## src/rtl/ts_stc_pkg.sv

```systemverilog
package ts_stc_pkg;
   localparam int STC_BASE_W  = 33;
   localparam int STC_EXT_W   = 9;
   localparam int STC_EXT_MOD = 300;
   localparam int STC_BUS_W   = 32;
   localparam int STC_TICK_W  = 16;
endpackage

```

## src/rtl/ts_stc_core.sv

```systemverilog
module ts_stc_core #(
   parameter int BASE_W    = 33,
   parameter int EXT_W     = 9,
   parameter int EXT_MOD   = 300,
   parameter bit HAS_PLAIN = 1'b1
) (
   input  logic              clk,
   input  logic              rst_n,
   input  logic              plain_mode,
   input  logic              ld_en,
   input  logic [BASE_W-1:0] ld_base,
   input  logic [EXT_W-1:0]  ld_ext,
   output logic [BASE_W-1:0] base_q,
   output logic [EXT_W-1:0]  ext_q,
   output logic              plain_eff
);
   localparam logic [EXT_W-1:0] EXT_MAX = EXT_W'(EXT_MOD - 1);

   generate
      if (HAS_PLAIN) begin : g_plain
         assign plain_eff = plain_mode;
      end else begin : g_noplain
         logic unused_mode;
         assign unused_mode = plain_mode;
         assign plain_eff   = 1'b0;
      end
   endgenerate

   logic              ext_wrap;
   logic [EXT_W-1:0]  ld_ext_lim;
   logic [BASE_W-1:0] base_nx;
   logic [EXT_W-1:0]  ext_nx;

   assign ext_wrap   = (ext_q == EXT_MAX);
   assign ld_ext_lim = (ld_ext > EXT_MAX) ? EXT_MAX : ld_ext;

   always_comb begin
      base_nx = base_q;
      ext_nx  = ext_q;
      if (ld_en) begin
         base_nx = ld_base;
         ext_nx  = plain_eff ? '0 : ld_ext_lim;
      end else if (plain_eff) begin
         base_nx = base_q + 1'b1;
         ext_nx  = '0;
      end else if (ext_wrap) begin
         base_nx = base_q + 1'b1;
         ext_nx  = '0;
      end else begin
         ext_nx  = ext_q + 1'b1;
      end
   end

   always_ff @(posedge clk) begin
      if (!rst_n) begin
         base_q <= '0;
         ext_q  <= '0;
      end else begin
         base_q <= base_nx;
         ext_q  <= ext_nx;
      end
   end
endmodule

```

## src/rtl/ts_stc_event.sv

```systemverilog
module ts_stc_event #(
   parameter int TIME_W = 42,
   parameter int TICK_W = 16
) (
   input  logic              clk,
   input  logic              rst_n,
   input  logic [TIME_W-1:0] now,
   input  logic              cmp_en,
   input  logic [TIME_W-1:0] cmp_time,
   input  logic              per_en,
   input  logic [TICK_W-1:0] per_ticks,
   input  logic              clr_abs,
   input  logic              clr_per,
   output logic              st_abs,
   output logic              st_per
);
   localparam logic [TICK_W-1:0] ONE = TICK_W'(1);

   logic [TICK_W-1:0] left_q;
   logic              abs_hit;
   logic              per_fire;

   assign abs_hit  = cmp_en && (now == cmp_time);
   assign per_fire = per_en && (left_q <= ONE);

   always_ff @(posedge clk) begin
      if (!rst_n) begin
         left_q <= '0;
      end else if (!per_en || per_fire) begin
         left_q <= per_ticks;
      end else begin
         left_q <= left_q - ONE;
      end
   end

   always_ff @(posedge clk) begin
      if (!rst_n) begin
         st_abs <= 1'b0;
         st_per <= 1'b0;
      end else begin
         st_abs <= abs_hit  | (st_abs & ~clr_abs);
         st_per <= per_fire | (st_per & ~clr_per);
      end
   end
endmodule

```

## src/rtl/ts_stc_rdport.sv

```systemverilog
module ts_stc_rdport #(
   parameter int TIME_W = 42,
   parameter int BUS_W  = 32
) (
   input  logic              clk,
   input  logic              rst_n,
   input  logic [TIME_W-1:0] now,
   input  logic              rd_lo,
   input  logic              rd_hi,
   output logic [BUS_W-1:0]  rd_data
);
   localparam int HI_W = TIME_W - BUS_W;

   logic [HI_W-1:0] hi_q;

   always_ff @(posedge clk) begin
      if (!rst_n) begin
         hi_q    <= '0;
         rd_data <= '0;
      end else if (rd_lo) begin
         hi_q    <= now[TIME_W-1:BUS_W];
         rd_data <= now[BUS_W-1:0];
      end else if (rd_hi) begin
         rd_data <= {{(BUS_W-HI_W){1'b0}}, hi_q};
      end
   end
endmodule

```

## src/rtl/ts_stc.sv

```systemverilog
module ts_stc
   import ts_stc_pkg::*;
#(
   parameter int BASE_W    = STC_BASE_W,
   parameter int EXT_W     = STC_EXT_W,
   parameter int EXT_MOD   = STC_EXT_MOD,
   parameter int BUS_W     = STC_BUS_W,
   parameter int TICK_W    = STC_TICK_W,
   parameter bit HAS_PLAIN = 1'b1,
   localparam int TIME_W   = BASE_W + EXT_W
) (
   input  logic              clk,
   input  logic              rst_n,
   input  logic              plain_mode,
   input  logic              ld_en,
   input  logic [BASE_W-1:0] ld_base,
   input  logic [EXT_W-1:0]  ld_ext,
   input  logic              pkt_sync,
   output logic              snap_valid,
   output logic [TIME_W-1:0] snap_time,
   input  logic              rd_lo,
   input  logic              rd_hi,
   output logic [BUS_W-1:0]  rd_data,
   input  logic              cmp_en,
   input  logic [TIME_W-1:0] cmp_time,
   input  logic              per_en,
   input  logic [TICK_W-1:0] per_ticks,
   input  logic              clr_abs,
   input  logic              clr_per,
   output logic              st_abs,
   output logic              st_per,
   output logic              irq
);
   generate
      if (EXT_MOD < 2 || EXT_MOD > (1 << EXT_W)) begin : g_bad_mod
         $error("ts_stc: EXT_MOD does not fit EXT_W");
      end
      if (BUS_W >= TIME_W || 2 * BUS_W < TIME_W) begin : g_bad_bus
         $error("ts_stc: time must span exactly two bus words");
      end
      if (TICK_W < 2) begin : g_bad_tick
         $error("ts_stc: TICK_W too small");
      end
   endgenerate

   logic [BASE_W-1:0] cur_base;
   logic [EXT_W-1:0]  cur_ext;
   logic              plain_eff;
   logic [TIME_W-1:0] now;

   assign now = {cur_base, cur_ext};

   ts_stc_core #(
      .BASE_W(BASE_W), .EXT_W(EXT_W), .EXT_MOD(EXT_MOD), .HAS_PLAIN(HAS_PLAIN)
   ) u_core (
      .clk(clk), .rst_n(rst_n), .plain_mode(plain_mode),
      .ld_en(ld_en), .ld_base(ld_base), .ld_ext(ld_ext),
      .base_q(cur_base), .ext_q(cur_ext), .plain_eff(plain_eff)
   );

   always_ff @(posedge clk) begin
      if (!rst_n) begin
         snap_valid <= 1'b0;
         snap_time  <= '0;
      end else begin
         snap_valid <= pkt_sync;
         if (pkt_sync) snap_time <= now;
      end
   end

   ts_stc_rdport #(.TIME_W(TIME_W), .BUS_W(BUS_W)) u_rd (
      .clk(clk), .rst_n(rst_n), .now(now),
      .rd_lo(rd_lo), .rd_hi(rd_hi), .rd_data(rd_data)
   );

   ts_stc_event #(.TIME_W(TIME_W), .TICK_W(TICK_W)) u_evt (
      .clk(clk), .rst_n(rst_n), .now(now),
      .cmp_en(cmp_en), .cmp_time(cmp_time),
      .per_en(per_en), .per_ticks(per_ticks),
      .clr_abs(clr_abs), .clr_per(clr_per),
      .st_abs(st_abs), .st_per(st_per)
   );

   assign irq = st_abs | st_per;
endmodule

```

## config.mk

```make
export PLATFORM = sky130hd
export DESIGN_NAME = ts_stc
export DESIGN_NICKNAME = d
export VERILOG_FILES = /design/src/rtl/ts_stc_pkg.sv /design/src/rtl/ts_stc_core.sv /design/src/rtl/ts_stc_event.sv /design/src/rtl/ts_stc_rdport.sv /design/src/rtl/ts_stc.sv
export SDC_FILE = /design/constraint.sdc
export NUM_CORES = 1
export LEC_CHECK = 0
export ABC_AREA = 1
export BUFFER_PORTS_ARGS = -buffer_cell sky130_fd_sc_hd__buf_2
export CELL_PAD_IN_SITES_DETAIL_PLACEMENT = 1
export CELL_PAD_IN_SITES_GLOBAL_PLACEMENT = 1
export CORE_MARGIN = 2
export CORE_UTILIZATION = 37
export CTS_CLUSTER_SIZE = 25
export DETAILED_ROUTE_END_ITERATION = 7
export GPL_TIMING_DRIVEN = 0
export PLACE_DENSITY_LB_ADDON = 0.1
export SYNTH_ARGS = -nofsm -noshare
export SYNTH_HDL_FRONTEND = slang
export SYNTH_SLANG_ARGS = --single-unit
```

## constraint.sdc

```tcl
create_clock -name clk -period 2 [get_ports clk]
set_clock_uncertainty 0.15 [all_clocks]
set_input_delay 0.2 -clock clk [delete_from_list [all_inputs] [get_ports clk]]
set_output_delay 0.2 -clock clk [all_outputs]
set_load 0.05 [all_outputs]
```

==> flow_summary.yaml <==
global_route:
  grt_pass1_wl_mm: 50.4
  overflow: 0
  globalRouteTotalUtil_pct: 30.7
  grt_pass1_vias: 9141
  antenna_found_initial: 0
  grt_max_degree: 17
detailed_routing:
  drc: 0
  drtPass1Iterations: 5
  routed_wl_mm: 32.9
  drt_iter0_drc: 591
  via_count: 8999
  viasPerCell: 5.32
  wl_per_cell_um: 19.5
  ant_nets: 0
placement:
  routabilityCongestion: 0.931
  portBuffers: 185
  dp_hpwl_mm: 24.1
  place_ws_ps: -221
sta:
  period_minus_slack_ps: 1920
  period_share_pct: 95.9
  fin_worst_hold_slack_ps: 11.4
  fin_ws_ps: 81.2
  hold_viol: 0
  setup-violations-final: 0
  max_freq_ghz: 0.521
  slew_headroom_pct: 45.2
  drv_slew: 0
  tightest_slew_ps: 822
cts:
  cts.sinks: 145
  cts-root-buf: "clkbuf_16"
  cts.clk_slew.worst_paths_ps: 60
  clk_latency_ps: 440
  cts_tree: "built"
  clockBufferDepth: 2
  cts_made_buffers: 17
  htreeDepth: 4
yosys:
  synth_cell_types: 36
  async_reset_ff_share_pct: 0
  synth_nets: 1263
  synth-seq-cells: 145
  synth_warnings: 0
  synth_area_per_cell_um2: 6.49
  netlist_instances: 1148
  synthFlopType: "dfxtp_1"
  synth-edff-count: 0
  synth-seq-area-share_pct: 38.9
  synth_area_um2: 7450
setup_path:
  critPathLaunchType: "register"
  crit_path_end_kind: "register"
  crit_type: "register to register"
  cp.required_ps: 2170
  path_max_fanout: 3
  arrival_ps: 2090
outcome:
  outcome: "complete, no violations"
power_and_ir_drop:
  switching_share_pct: 30.6
  p_int_uw: 5730
  p_sw_uw: 2530
  pwr-share-clk_pct: 42.3
  p_total_uw: 8260
  pwr_density_cell_nw_per_um2: 821
  power_frac_comb_pct: 18.5
  seqPwrFrac_pct: 39.2
  p_leak_uw: 0.00460
  ir_drop_mv: 0.571
hold_path:
  hold_class: "input port to register"
die:
  die_y_um: 146
  die_w_um: 146
  row_count: 51
  core_um2: 19600
  start_util_pct: 38.0
  dieArea_um2: 21300
  ios: 189
layout:
  nNetsFinal: 1531
  area_delta_synth_final_pct: 35.1
  drive_above_1_share_pct: 19.6
  fillers: 2640
  antennaDiodeCount: 0
  final_util_pct: 51.4
job:
  cap_violations: 0
## flip-flops by register name, summed over array words and instances (netlist names)
signal and cells:
u_core.base_q 33, u_evt.st_per 1, u_evt.left_q 16, snap_time 42, u_rd.hi_q 10, u_core.ext_q 9
u_evt.st_abs 1, u_rd.rd_data 32, snap_valid 1
## layout make-up
| type | count | area, um2 | share of cell area [%] |
|---|---|---|---|
| Sequential cell | 145 | 2920 | 29.0 |
| Inverter | 127 | 477 | 4.73 |
| Buffer | 54 | 256 | 2.55 |
| Clock inverter | 9 | 156 | 1.55 |
| Multi-Input combinational cell | 822 | 3900 | 38.7 |
| Tap cell | 265 | 332 | 3.29 |
| Clock buffer | 21 | 470 | 4.67 |
| Timing Repair Buffer | 249 | 1560 | 15.5 |
## path summary, 6_finish.rpt
path | slack, ps | cells after the start | start | end
worst max-delay path | 80 | 7 | u_evt.left_q[0]$_SDFF_PN0_ | u_evt.st_per$_SDFF_PN0_
worst min register to register | 310 | 2 | u_rd.rd_data[28]$_SDFFE_PN0P_ | u_rd.rd_data[28]$_SDFFE_PN0P_
worst min-delay path | 10 | 4 | per_en | u_evt.left_q[14]$_SDFF_PN0_
worst max register to register | 80 | 7 | u_evt.left_q[0]$_SDFF_PN0_ | u_evt.st_per$_SDFF_PN0_
## critical path, stage by stage, from the launching register on
cell and delay, ps:
dfxtp_1 360, inv_1 110, ha_4 190, o21ai_2 180, nor2_2 70, nand3_1 100, a21oi_1 70, dlygate4sd3_1 580
## power groups by stage
stage	registers (uW)	clock network (uW)	logic [uW]
after floorplan	3500	0	630
after global placement	3290	0	1360
after detailed placement	3290	0	1380
after CTS	3230	3520	1490
after global routing	3260	3630	1660
final	3240	3500	1530
## cells in the mapped netlist, types with 4 or more instances
library cell / number / area, um2
nand2_2: 4 / 25.0
o21ai_0: 124 / 621
a21oi_1: 137 / 686
nand4_1: 11 / 68.8
a22oi_1: 10 / 75.1
dfxtp_1: 145 / 2900
clkbuf_2: 4 / 20.0
nor2_1: 101 / 379
buf_2: 13 / 65.1
inv_2: 4 / 15.0
ha_1: 4 / 50.1
clkbuf_1: 34 / 128
nand3_1: 58 / 290
nor3_1: 12 / 60.1
xnor2_1: 11 / 96.3
a31oi_1: 10 / 62.6
inv_1: 120 / 450
xor2_1: 8 / 70.1
nand2_1: 308 / 1160
## cell families after synthesis
family	count (synthesis)	synth area share [%]
simple gates	514	28.9
compound gates	285	19.7
buf+inv	181	9.50
flops	145	38.9
xor+xnor	19	2.23
fa+ha+maj	4	0.672
## routing by layer
layer	part of all wire (%)	GRT usage, %
met2	48	52.8
met1	44	39.4
met4	2.0	8.09
met3	5.5	5.74
met5	0	0
## metrics by stage
step	std cells	setup TNS (ps)	instance area, um2
3_5_place_dp	1598	-6360	8710
4_1_cts	1688	0	9970
2_1_floorplan	1148	0	7450
5_1_grt	1692	-34.2	10100
6_report	1692	0	10100
3_3_place_gp	1598	-4030	8710
## placed cells by master, fill, tap and decap left out, drive strengths merged, types with 8 or more instances in the layout
cell,n
a21oi,137
a22oi,10
a31oi,10
buf,207
clkbuf,59
dfxtp,145
dlygate4sd3,58
inv,124
nand2,314
nand3,60
nand4,11
nor2,107
nor3,14
o21ai,125
xnor2,11
xor2,8
## timing repair
| action | in CTS | in global routing |
|---|---|---|
| pin swaps | 2 | 4 |
| hold buffers | 58 | 0 |
| gates resized for setup | 17 | 24 |
| endpoints found under the hold margin | 56 | 0 |
| setup endpoints to repair | 51 | 53 |
| buffers inserted | 2 | 4 |
Power figures use the tool's default switching activity.
